$ cat config.mk
export PLATFORM = sky130hd
export DESIGN_NAME = stat_pin_sel
export DESIGN_NICKNAME = d
export VERILOG_FILES = /design/src/rtl/stat_pin_pkg.sv /design/src/rtl/io_level_sync.sv /design/src/rtl/eom_flag.sv /design/src/rtl/readback_bit.sv /design/src/rtl/stat_pin_sel.sv
export SDC_FILE = /design/constraint.sdc
export NUM_CORES = 1
export LEC_CHECK = 0
export BUFFER_PORTS_ARGS = -buffer_cell sky130_fd_sc_hd__buf_2
export CELL_PAD_IN_SITES_DETAIL_PLACEMENT = 0
export CELL_PAD_IN_SITES_GLOBAL_PLACEMENT = 1
export CORE_MARGIN = 2
export CORE_UTILIZATION = 36
export DETAILED_ROUTE_END_ITERATION = 16
export GPL_TIMING_DRIVEN = 0
export HOLD_SLACK_MARGIN = 0.03
export PLACE_DENSITY_LB_ADDON = 0.1
export SETUP_SLACK_MARGIN = 0.15
export SYNTH_ARGS = -nofsm -noshare
export SYNTH_HDL_FRONTEND = slang
export SYNTH_HIERARCHICAL = 1
export SYNTH_SLANG_ARGS = --single-unit
$ cat constraint.sdc
create_clock -name clk -period 1.4 [get_ports clk]
set_input_delay 0.21 -clock clk [delete_from_list [all_inputs] [get_ports clk]]
set_output_delay 0.21 -clock clk [all_outputs]
set_load 0.01 [all_outputs]
$ cat src/rtl/stat_pin_pkg.sv
package stat_pin_pkg;

  typedef enum logic [2:0] {
    SEL_REL0   = 3'b000,
    SEL_UNLOCK = 3'b001,
    SEL_EOM    = 3'b010,
    SEL_REL3   = 3'b011,
    SEL_REL4   = 3'b100,
    SEL_IOA    = 3'b101,
    SEL_IOB    = 3'b110,
    SEL_REL7   = 3'b111
  } sel_code_e;

  typedef enum logic [1:0] {
    MODE_WR_A = 2'b00,
    MODE_WR_B = 2'b01,
    MODE_RD   = 2'b10,
    MODE_RSV  = 2'b11
  } ser_mode_e;

  localparam int SEL_W  = 3;
  localparam int MODE_W = 2;

endpackage

$ cat src/rtl/io_level_sync.sv
module io_level_sync #(
  parameter int N      = 2,
  parameter int STAGES = 2
) (
  input  logic         clk,
  input  logic         rst,
  input  logic [N-1:0] d_async,
  output logic [N-1:0] q_sync
);

  localparam int LAST = STAGES - 1;

  for (genvar i = 0; i < N; i++) begin : g_bit
    logic [STAGES-1:0] chain;
    always_ff @(posedge clk) begin
      if (rst) chain <= '0;
      else     chain <= {chain[STAGES-2:0], d_async[i]};
    end
    assign q_sync[i] = chain[LAST];
  end

endmodule

$ cat src/rtl/eom_flag.sv
module eom_flag (
  input  logic clk,
  input  logic rst,
  input  logic cnt_en,
  input  logic cnt_done,
  input  logic ce,
  output logic flag
);

  logic cnt_en_q, ce_q;
  logic clr_evt;

  always_ff @(posedge clk) begin
    if (rst) begin
      cnt_en_q <= 1'b0;
      ce_q     <= 1'b0;
    end else begin
      cnt_en_q <= cnt_en;
      ce_q     <= ce;
    end
  end

  assign clr_evt = (cnt_en & ~cnt_en_q) | (ce & ~ce_q);

  // completion wins over a clear in the same cycle
  always_ff @(posedge clk) begin
    if (rst)           flag <= 1'b0;
    else if (cnt_done) flag <= 1'b1;
    else if (clr_evt)  flag <= 1'b0;
  end

endmodule

$ cat src/rtl/readback_bit.sv
module readback_bit (
  input  logic clk,
  input  logic rst,
  input  logic ce,
  input  logic ser_clk,
  input  logic ser_bit,
  output logic rd_bit
);

  logic ce_q, sclk_q;
  logic take;

  always_ff @(posedge clk) begin
    if (rst) begin
      ce_q   <= 1'b0;
      sclk_q <= 1'b0;
    end else begin
      ce_q   <= ce;
      sclk_q <= ser_clk;
    end
  end

  assign take = (ce & ~ce_q) | (ce & sclk_q & ~ser_clk);

  always_ff @(posedge clk) begin
    if (rst)       rd_bit <= 1'b1;
    else if (take) rd_bit <= ser_bit;
  end

endmodule

$ cat src/rtl/stat_pin_sel.sv
module stat_pin_sel #(
  parameter int IO_N        = 2,
  parameter int SYNC_STAGES = 2
) (
  input  logic                           clk,
  input  logic                           rst,
  input  logic                           sel_we,
  input  logic [stat_pin_pkg::SEL_W-1:0] sel_in,
  input  logic                           pll_locked,
  input  logic                           cnt_en,
  input  logic                           cnt_done,
  input  logic [IO_N-1:0]                io_lvl,
  input  logic [IO_N-1:0]                io_is_out,
  input  logic                           ce,
  input  logic [stat_pin_pkg::MODE_W-1:0] ser_mode,
  input  logic                           ser_clk,
  input  logic                           ser_bit,
  output logic                           pin_n
);
  import stat_pin_pkg::*;

  sel_code_e       sel_q;
  logic [IO_N-1:0] io_s;
  logic            eom;
  logic            rd_bit;
  logic            pin_d;
  logic            rd_active, wr_active;

  always_ff @(posedge clk) begin
    if (rst)         sel_q <= SEL_REL0;
    else if (sel_we) sel_q <= sel_code_e'(sel_in);
  end

  io_level_sync #(.N(IO_N), .STAGES(SYNC_STAGES)) u_sync (
    .clk(clk), .rst(rst), .d_async(io_lvl), .q_sync(io_s)
  );

  eom_flag u_eom (
    .clk(clk), .rst(rst), .cnt_en(cnt_en), .cnt_done(cnt_done),
    .ce(ce), .flag(eom)
  );

  readback_bit u_rb (
    .clk(clk), .rst(rst), .ce(ce), .ser_clk(ser_clk),
    .ser_bit(ser_bit), .rd_bit(rd_bit)
  );

  assign rd_active = ce && (ser_mode_e'(ser_mode) == MODE_RD);
  assign wr_active = ce && (ser_mode_e'(ser_mode) != MODE_RD);

  always_comb begin
    pin_d = 1'b1;
    if (rd_active) begin
      pin_d = rd_bit;
    end else if (wr_active) begin
      pin_d = 1'b1;
    end else begin
      unique case (sel_q)
        SEL_UNLOCK: pin_d = pll_locked;
        SEL_EOM:    pin_d = ~eom;
        SEL_IOA:    pin_d = io_is_out[0] ? 1'b1 : io_s[0];
        SEL_IOB:    pin_d = io_is_out[1] ? 1'b1 : io_s[1];
        default:    pin_d = 1'b1;
      endcase
    end
  end

  always_ff @(posedge clk) begin
    if (rst) pin_n <= 1'b1;
    else     pin_n <= pin_d;
  end

endmodule

==> impl_metrics.tcl, run 1 <==
set metrics [dict create \
    run_status "completed" \
    p_seq_frac 0.548 \
    ys_top_cells_by_area "dfxtp_1 53%, nor2b_1 9.4%, mux2i_1 7.5%" \
    synth_top_area_cell "dfxtp_1" \
    grt_pass1_wl_mm 1.46 \
    initial_utilization 0.398 \
    crit_path_cell_trace "nor3b_2 -> o2111ai_1 -> and3_1" \
    std_cell_rows 13 \
    grt-ovfl-total 0 \
    grt_pass1_vias 365 \
    dr.pass1.iters 4 \
    cp.arrival_ns 1.14 \
    switching_power_mw 0.160 \
    syn_area_um2 531 \
    synth_top_area_frac 0.528 \
    synth_cells 51 \
    synth.distinct_cells 16 \
    cap_violations 0 \
    postCtsSetupBuffers 0 \
    drc_errors 0 \
    core-area_um2 1330 \
    die_x_um 42.4 \
    synth-edff-count 0 \
    peakVddDrop_mv 0.594 \
    cts_buffers 3 \
    dp_hpwl_um 620 \
    routedWlPerCell_um 9.69 \
    ys_warn_count 6 \
    setup_slack_ns 0.428 \
    area_growth_pct 27.4 \
    synth_seq_area_share 0.528 \
    cts_root_buf "clkbuf_4" \
    ant_nets 0 \
    powerDensity_nw_per_um2 1160 \
    rsz0062_at_grt "false" \
    insertedDiodeCount 0 \
    clockPowerShare 0.358 \
    p_int_mw 0.620 \
    clock_latency_ns 0.27 \
    wirelength_um 853 \
    io-pin-count 19 \
    worstPathRequired_ns 1.57 \
    drive_gt1_frac 0.384 \
    skew_ns 0.00166 \
    clk_path_buf_depth 2 \
    grt_usage 0.115 \
    fillers 131 \
    ys.flop_type "dfxtp_1" \
    die_area_um2 1800 \
    synth_commonest_cells "14 x dfxtp_1, 8 x nor2_1, 8 x nor2b_1, 4 x mux2i_1" \
    critPathSlowestCell "dfxtp_1" \
    fin_crit_ns 0.972 \
    hold_class "in2reg" \
    p_sw_frac 0.205 \
    tightest_slew_ns 0.295 \
    comb_power_share 0.094 \
    cp_max_fo 5 \
    path_class "reg2reg" \
    avgSynthCellArea_um2 10.4 \
    nNetsFinal 92 \
    post-route-period-util 0.695 \
    crit_path_end_kind "register" \
    synth-async-reset-ratio 0 \
    place_ws_ns 0.360 \
    path_clk_slew_ns 0.08 \
    drv_slew 0 \
    die_h_um 42.4 \
    cts_resized 0 \
    gp_congestion 0.617 \
    cpPeakStageDelay_ns 0.39 \
    io_buffers 18 \
    antenna_found_initial 0 \
    synth_most_common_cell "dfxtp_1" \
    cp-start-kind "register" \
    cts_sinks 14 \
    fmax_ghz 1.03 \
    leakagePower_nw 0.304 \
    tritoncts "built" \
    grt_max_degree 17 \
    syn_nets 69 \
    finalHoldViolations 0 \
    hold_buffers 0 \
    tns_ns 0 \
    ys_ff_latch 14 \
    drt-vias-per-instance 4.60 \
    slew_headroom 0.803 \
    drt_iter0_drc 4 \
    ctsHtreeMaxLevel 1 \
    routed-via-count 405 \
    finalSetupViolations 0 \
]
## worst max-delay path: cells and delay by family, from the launching register on
| family | cells | cell delay [ns] |
|---|---|---|
| flops | 1 | 0.39 |
| compound gates | 1 | 0.11 |
| simple gates | 2 | 0.38 |
## kinds of logic after synthesis
group / count (synthesis) / share of synthesized area
buffers and inverters: 4 / 0.0424
multiplexers: 4 / 0.0755
flip-flops: 14 / 0.528
AND/OR/NAND/NOR: 25 / 0.288
AO/OA/AOI/OAI: 4 / 0.0660
## cells in the final DEF, fill, tap and decap left out, types with 2 or more instances in the layout
master	Yosys	layout
mux2i_1	4	4
buf_2	0	18
clkbuf_4	0	3
buf_4	2	2
nand2b_1	2	2
inv_1	2	2
dfxtp_1	14	14
o2111ai_1	2	2
nor2b_1	8	8
nor2_1	8	8
nor3b_2	2	2
## power by group through the flow
stage | logic (mW) | clock network [mW] | registers [mW]
after floorplan | 0.0373 | 0 | 0.436
final | 0.0732 | 0.280 | 0.428
after global placement | 0.0733 | 0 | 0.437
after CTS | 0.0752 | 0.297 | 0.428
after global routing | 0.0834 | 0.318 | 0.430
after detailed placement | 0.0746 | 0 | 0.438
## layout make-up
type / count / area [um2] / area share
multi-input cells: 33 / 228 / 0.337
well taps: 15 / 18.8 / 0.0278
plain buffers: 2 / 15.0 / 0.0222
inverters: 2 / 7.51 / 0.0111
flip-flops and latches: 14 / 280 / 0.415
clock buffers: 4 / 36.3 / 0.0537
repair buffers: 18 / 90.1 / 0.133
## registers in the layout (all words and copies together), names as in the netlist
name and count:
u_sync/g_bit.chain 4, sel_q 3, pin_n 1, u_eom/ce_q 1
u_eom/cnt_en_q 1, u_eom/flag 1, u_rb/ce_q 1, u_rb/rd_bit 1
u_rb/sclk_q 1
## path summary, 6_finish.rpt
check,depth (start not counted),from,slack [ns],end
hold / removal,2,io_lvl[0],0.14,u_sync/g_bit[0].chain[0]$_SDFF_PP0_
setup reg to reg,3,sel_q[2]$_SDFFE_PP0P_,0.43,pin_n$_SDFF_PP1_
hold reg to reg,1,u_sync/g_bit[1].chain[0]$_SDFF_PP0_,0.44,u_sync/g_bit[1].chain[1]$_SDFF_PP0_
setup / recovery,3,sel_q[2]$_SDFFE_PP0P_,0.43,pin_n$_SDFF_PP1_
## routing by layer
metal	global-route usage	vias to the layer above	share of wire
met5	0	-	0
met4	0.0375	0	0
met3	0.0819	0	0.083
met2	0.169	13	0.47
met1	0.130	180	0.45
li1	-	212	-
## through the flow
stage          instances   util  area (um2)  total power [mW]  hold slack, ns
2_1_floorplan         51      -         531             0.473           0.276
6_report              88  0.507         676             0.781           0.142
4_1_cts               88  0.507         676             0.800           0.127
3_5_place_dp          84  0.479         639             0.512           0.424
5_1_grt               88  0.507         676             0.832           0.142
3_3_place_gp          84  0.479         639             0.511           0.416
Power figures use the tool's default switching activity.
==> run 2: changes to the inputs <==
--- a/config.mk
+++ b/config.mk
@@ -9,7 +9,7 @@
 export CELL_PAD_IN_SITES_DETAIL_PLACEMENT = 0
 export CELL_PAD_IN_SITES_GLOBAL_PLACEMENT = 1
 export CORE_MARGIN = 2
-export CORE_UTILIZATION = 36
+export CORE_UTILIZATION = 34
 export DETAILED_ROUTE_END_ITERATION = 16
 export GPL_TIMING_DRIVEN = 0
 export HOLD_SLACK_MARGIN = 0.03
==> constraint.sdc (replaced) <==
create_clock -name clk -period 0.9 [get_ports clk]
set_input_delay 0.135 -clock clk [delete_from_list [all_inputs] [get_ports clk]]
set_output_delay 0.135 -clock clk [all_outputs]
set_load 0.01 [all_outputs]
==> run 2 against run 1 <==
Net effect: the run now ends with negative setup slack left; via count fell by 1.5%; clock skew up 0.0033 ns; count of clock-buffer cells in the layout is 1 lower; final area rose by 0.19%; power rose by 43%; routed wire length down 1.3%; sequential power rose by 56%; first-iteration DRC count fell by 100%; sequential share of layout area is 0.11 points higher; critical path type unchanged.
==> impl_metrics.tcl, run 2 (synthesis results as in run 1) <==
set metrics [dict create \
    io-pin-count 19 \
    drt_iter0_drc 0 \
    drc_errors 0 \
    hold_class "in2reg" \
    reg_top3 "u_sync/g_bit.chain (4), sel_q (3)" \
    drive_gt1_frac 0.403 \
    die_x_um 43.5 \
    postCtsSetupBuffers 0 \
    std_cell_rows 14 \
    hold_slack_ns 0.0792 \
    layout_commonest_cell "buf_2" \
    grt-ovfl-total 0 \
    ctsHtreeMaxLevel 1 \
    die_h_um 43.5 \
    final_cell_mix "18 x buf_2, 13 x dfxtp_1, 8 x nor2_1, 8 x nor2b_1, 4 x mux2i_1" \
    finalSetupViolations 1 \
    min_from "ser_clk" \
    worstPathRequired_ns 1.07 \
    multi_input_area_um2 240 \
    hold_buffers 0 \
    violations "negative setup slack" \
    powerDensity_nw_per_um2 1640 \
    path_class "reg2reg" \
    nNetsFinal 92 \
    run_status "finished, violations left" \
    gp_congestion 0.668 \
    core-area_um2 1490 \
    initial_utilization 0.356 \
    critPathTopFamily "simple AND/OR/NAND/NOR gates" \
    insertedDiodeCount 0 \
    fin_crit_ns 0.959 \
    dr.pass1.iters 1 \
    critical_path_depth 4 \
    cp.arrival_ns 1.13 \
    drv_slew 0 \
    power_mw 1.11 \
    cts_buffers 3 \
    cp_max_fo 1 \
    tritoncts "built" \
    fmax_ghz 1.04 \
    startpoint "u_sync/g_bit[0].chain[1]$_SDFF_PP0_" \
    cpPeakStageDelay_ns 0.30 \
    die_area_um2 1890 \
    wirelength_um 842 \
    skew_ns 0.00500 \
    cp-start-kind "register" \
    grt_max_degree 17 \
    clk_path_buf_depth 2 \
    grt_pass1_wl_mm 1.38 \
    cts_sinks 14 \
    reg2reg_depth 4 \
    largest_reg_flops 4 \
    crit_path_end_kind "register" \
    drt-vias-per-instance 4.53 \
    slew_headroom 0.802 \
    area_growth_pct 27.6 \
    grt_pass1_vias 348 \
    io_buffers 18 \
    finalHoldViolations 0 \
    tightest_slew_ns 0.297 \
    clock_latency_ns 0.27 \
    leakagePower_nw 0.299 \
    crit_path_cell_trace "buf_4 -> nor3b_4 -> o2111ai_1 -> and3_1" \
    tns_ns -0.0592 \
    fillers 154 \
    largest-register "u_sync/g_bit.chain" \
    ff_latch_area_um2 282 \
    post-route-cell-area_um2 677 \
    setup_slack_ns -0.0592 \
    dpl_cell_area_um2 641 \
    cp.buffers_inverters 1 \
    routed-via-count 399 \
    path_clk_slew_ns 0.08 \
    cts_root_buf "clkbuf_4" \
    post-route-period-util 1.07 \
    min_delay_path_depth 2 \
    dp_hpwl_um 634 \
    routedWlPerCell_um 9.57 \
    cap_violations 0 \
    critPathSlowestCell "dfxtp_1" \
    rsz0062_at_grt "true" \
    ant_nets 0 \
    peakVddDrop_mv 0.683 \
    r2r-start "u_sync/g_bit[0].chain[1]$_SDFF_PP0_" \
    antenna_found_initial 0 \
    grt_usage 0.103 \
]
run 2: changes by cell type in the layout (fill, tap and decap cells not counted), sizes merged:
cell / before / now
clkbuf: 4 / 3
run 2: worst paths after layout:
check,endpoint,slack [ns]
worst max-delay path,pin_n$_SDFF_PP1_,-0.06
worst min-delay path,u_rb/sclk_q$_SDFF_PP0_,0.08
worst max register to register,pin_n$_SDFF_PP1_,-0.06
worst min register to register,u_sync/g_bit[0].chain[1]$_SDFF_PP0_,0.44
run 2: per-stage QoR:
stage               utilization  worst slack, ns  cells
finish                    0.455          -0.0592     88
global route              0.455           -0.146     88
CTS                       0.450          -0.0609     88
detailed placement        0.430           -0.127     85
global placement          0.430           -0.121     85
floorplan                     -         0.000424     51
run 2: final cells by class:
type,instances,share of cell area
tap,16,0.0296
buffer,2,0.0222
clock buffer,3,0.0333
inverter,2,0.0111
sequential,14,0.416
timing repair buffer,18,0.133
multi-input combinational,33,0.355
run 2: routing by layer:
metal | track usage | routed length, um | vias to the layer above
met2 | 0.137 | 375 | 13
met4 | 0.0909 | 6 | 0
li1 | - | - | 210
met1 | 0.132 | 405 | 174
met3 | 0.0292 | 54 | 2
met5 | 0 | 0 | -
run 2: repair_timing:
action	CTS	global route
setup endpoints to repair	4	4
pin swaps	1	0
resized for setup	1	2
run 2: report_power, final:
group,internal [mW],switching [mW]
Sequential,0.653,0.0140
Clock,0.155,0.171
Combinational,0.0702,0.0496
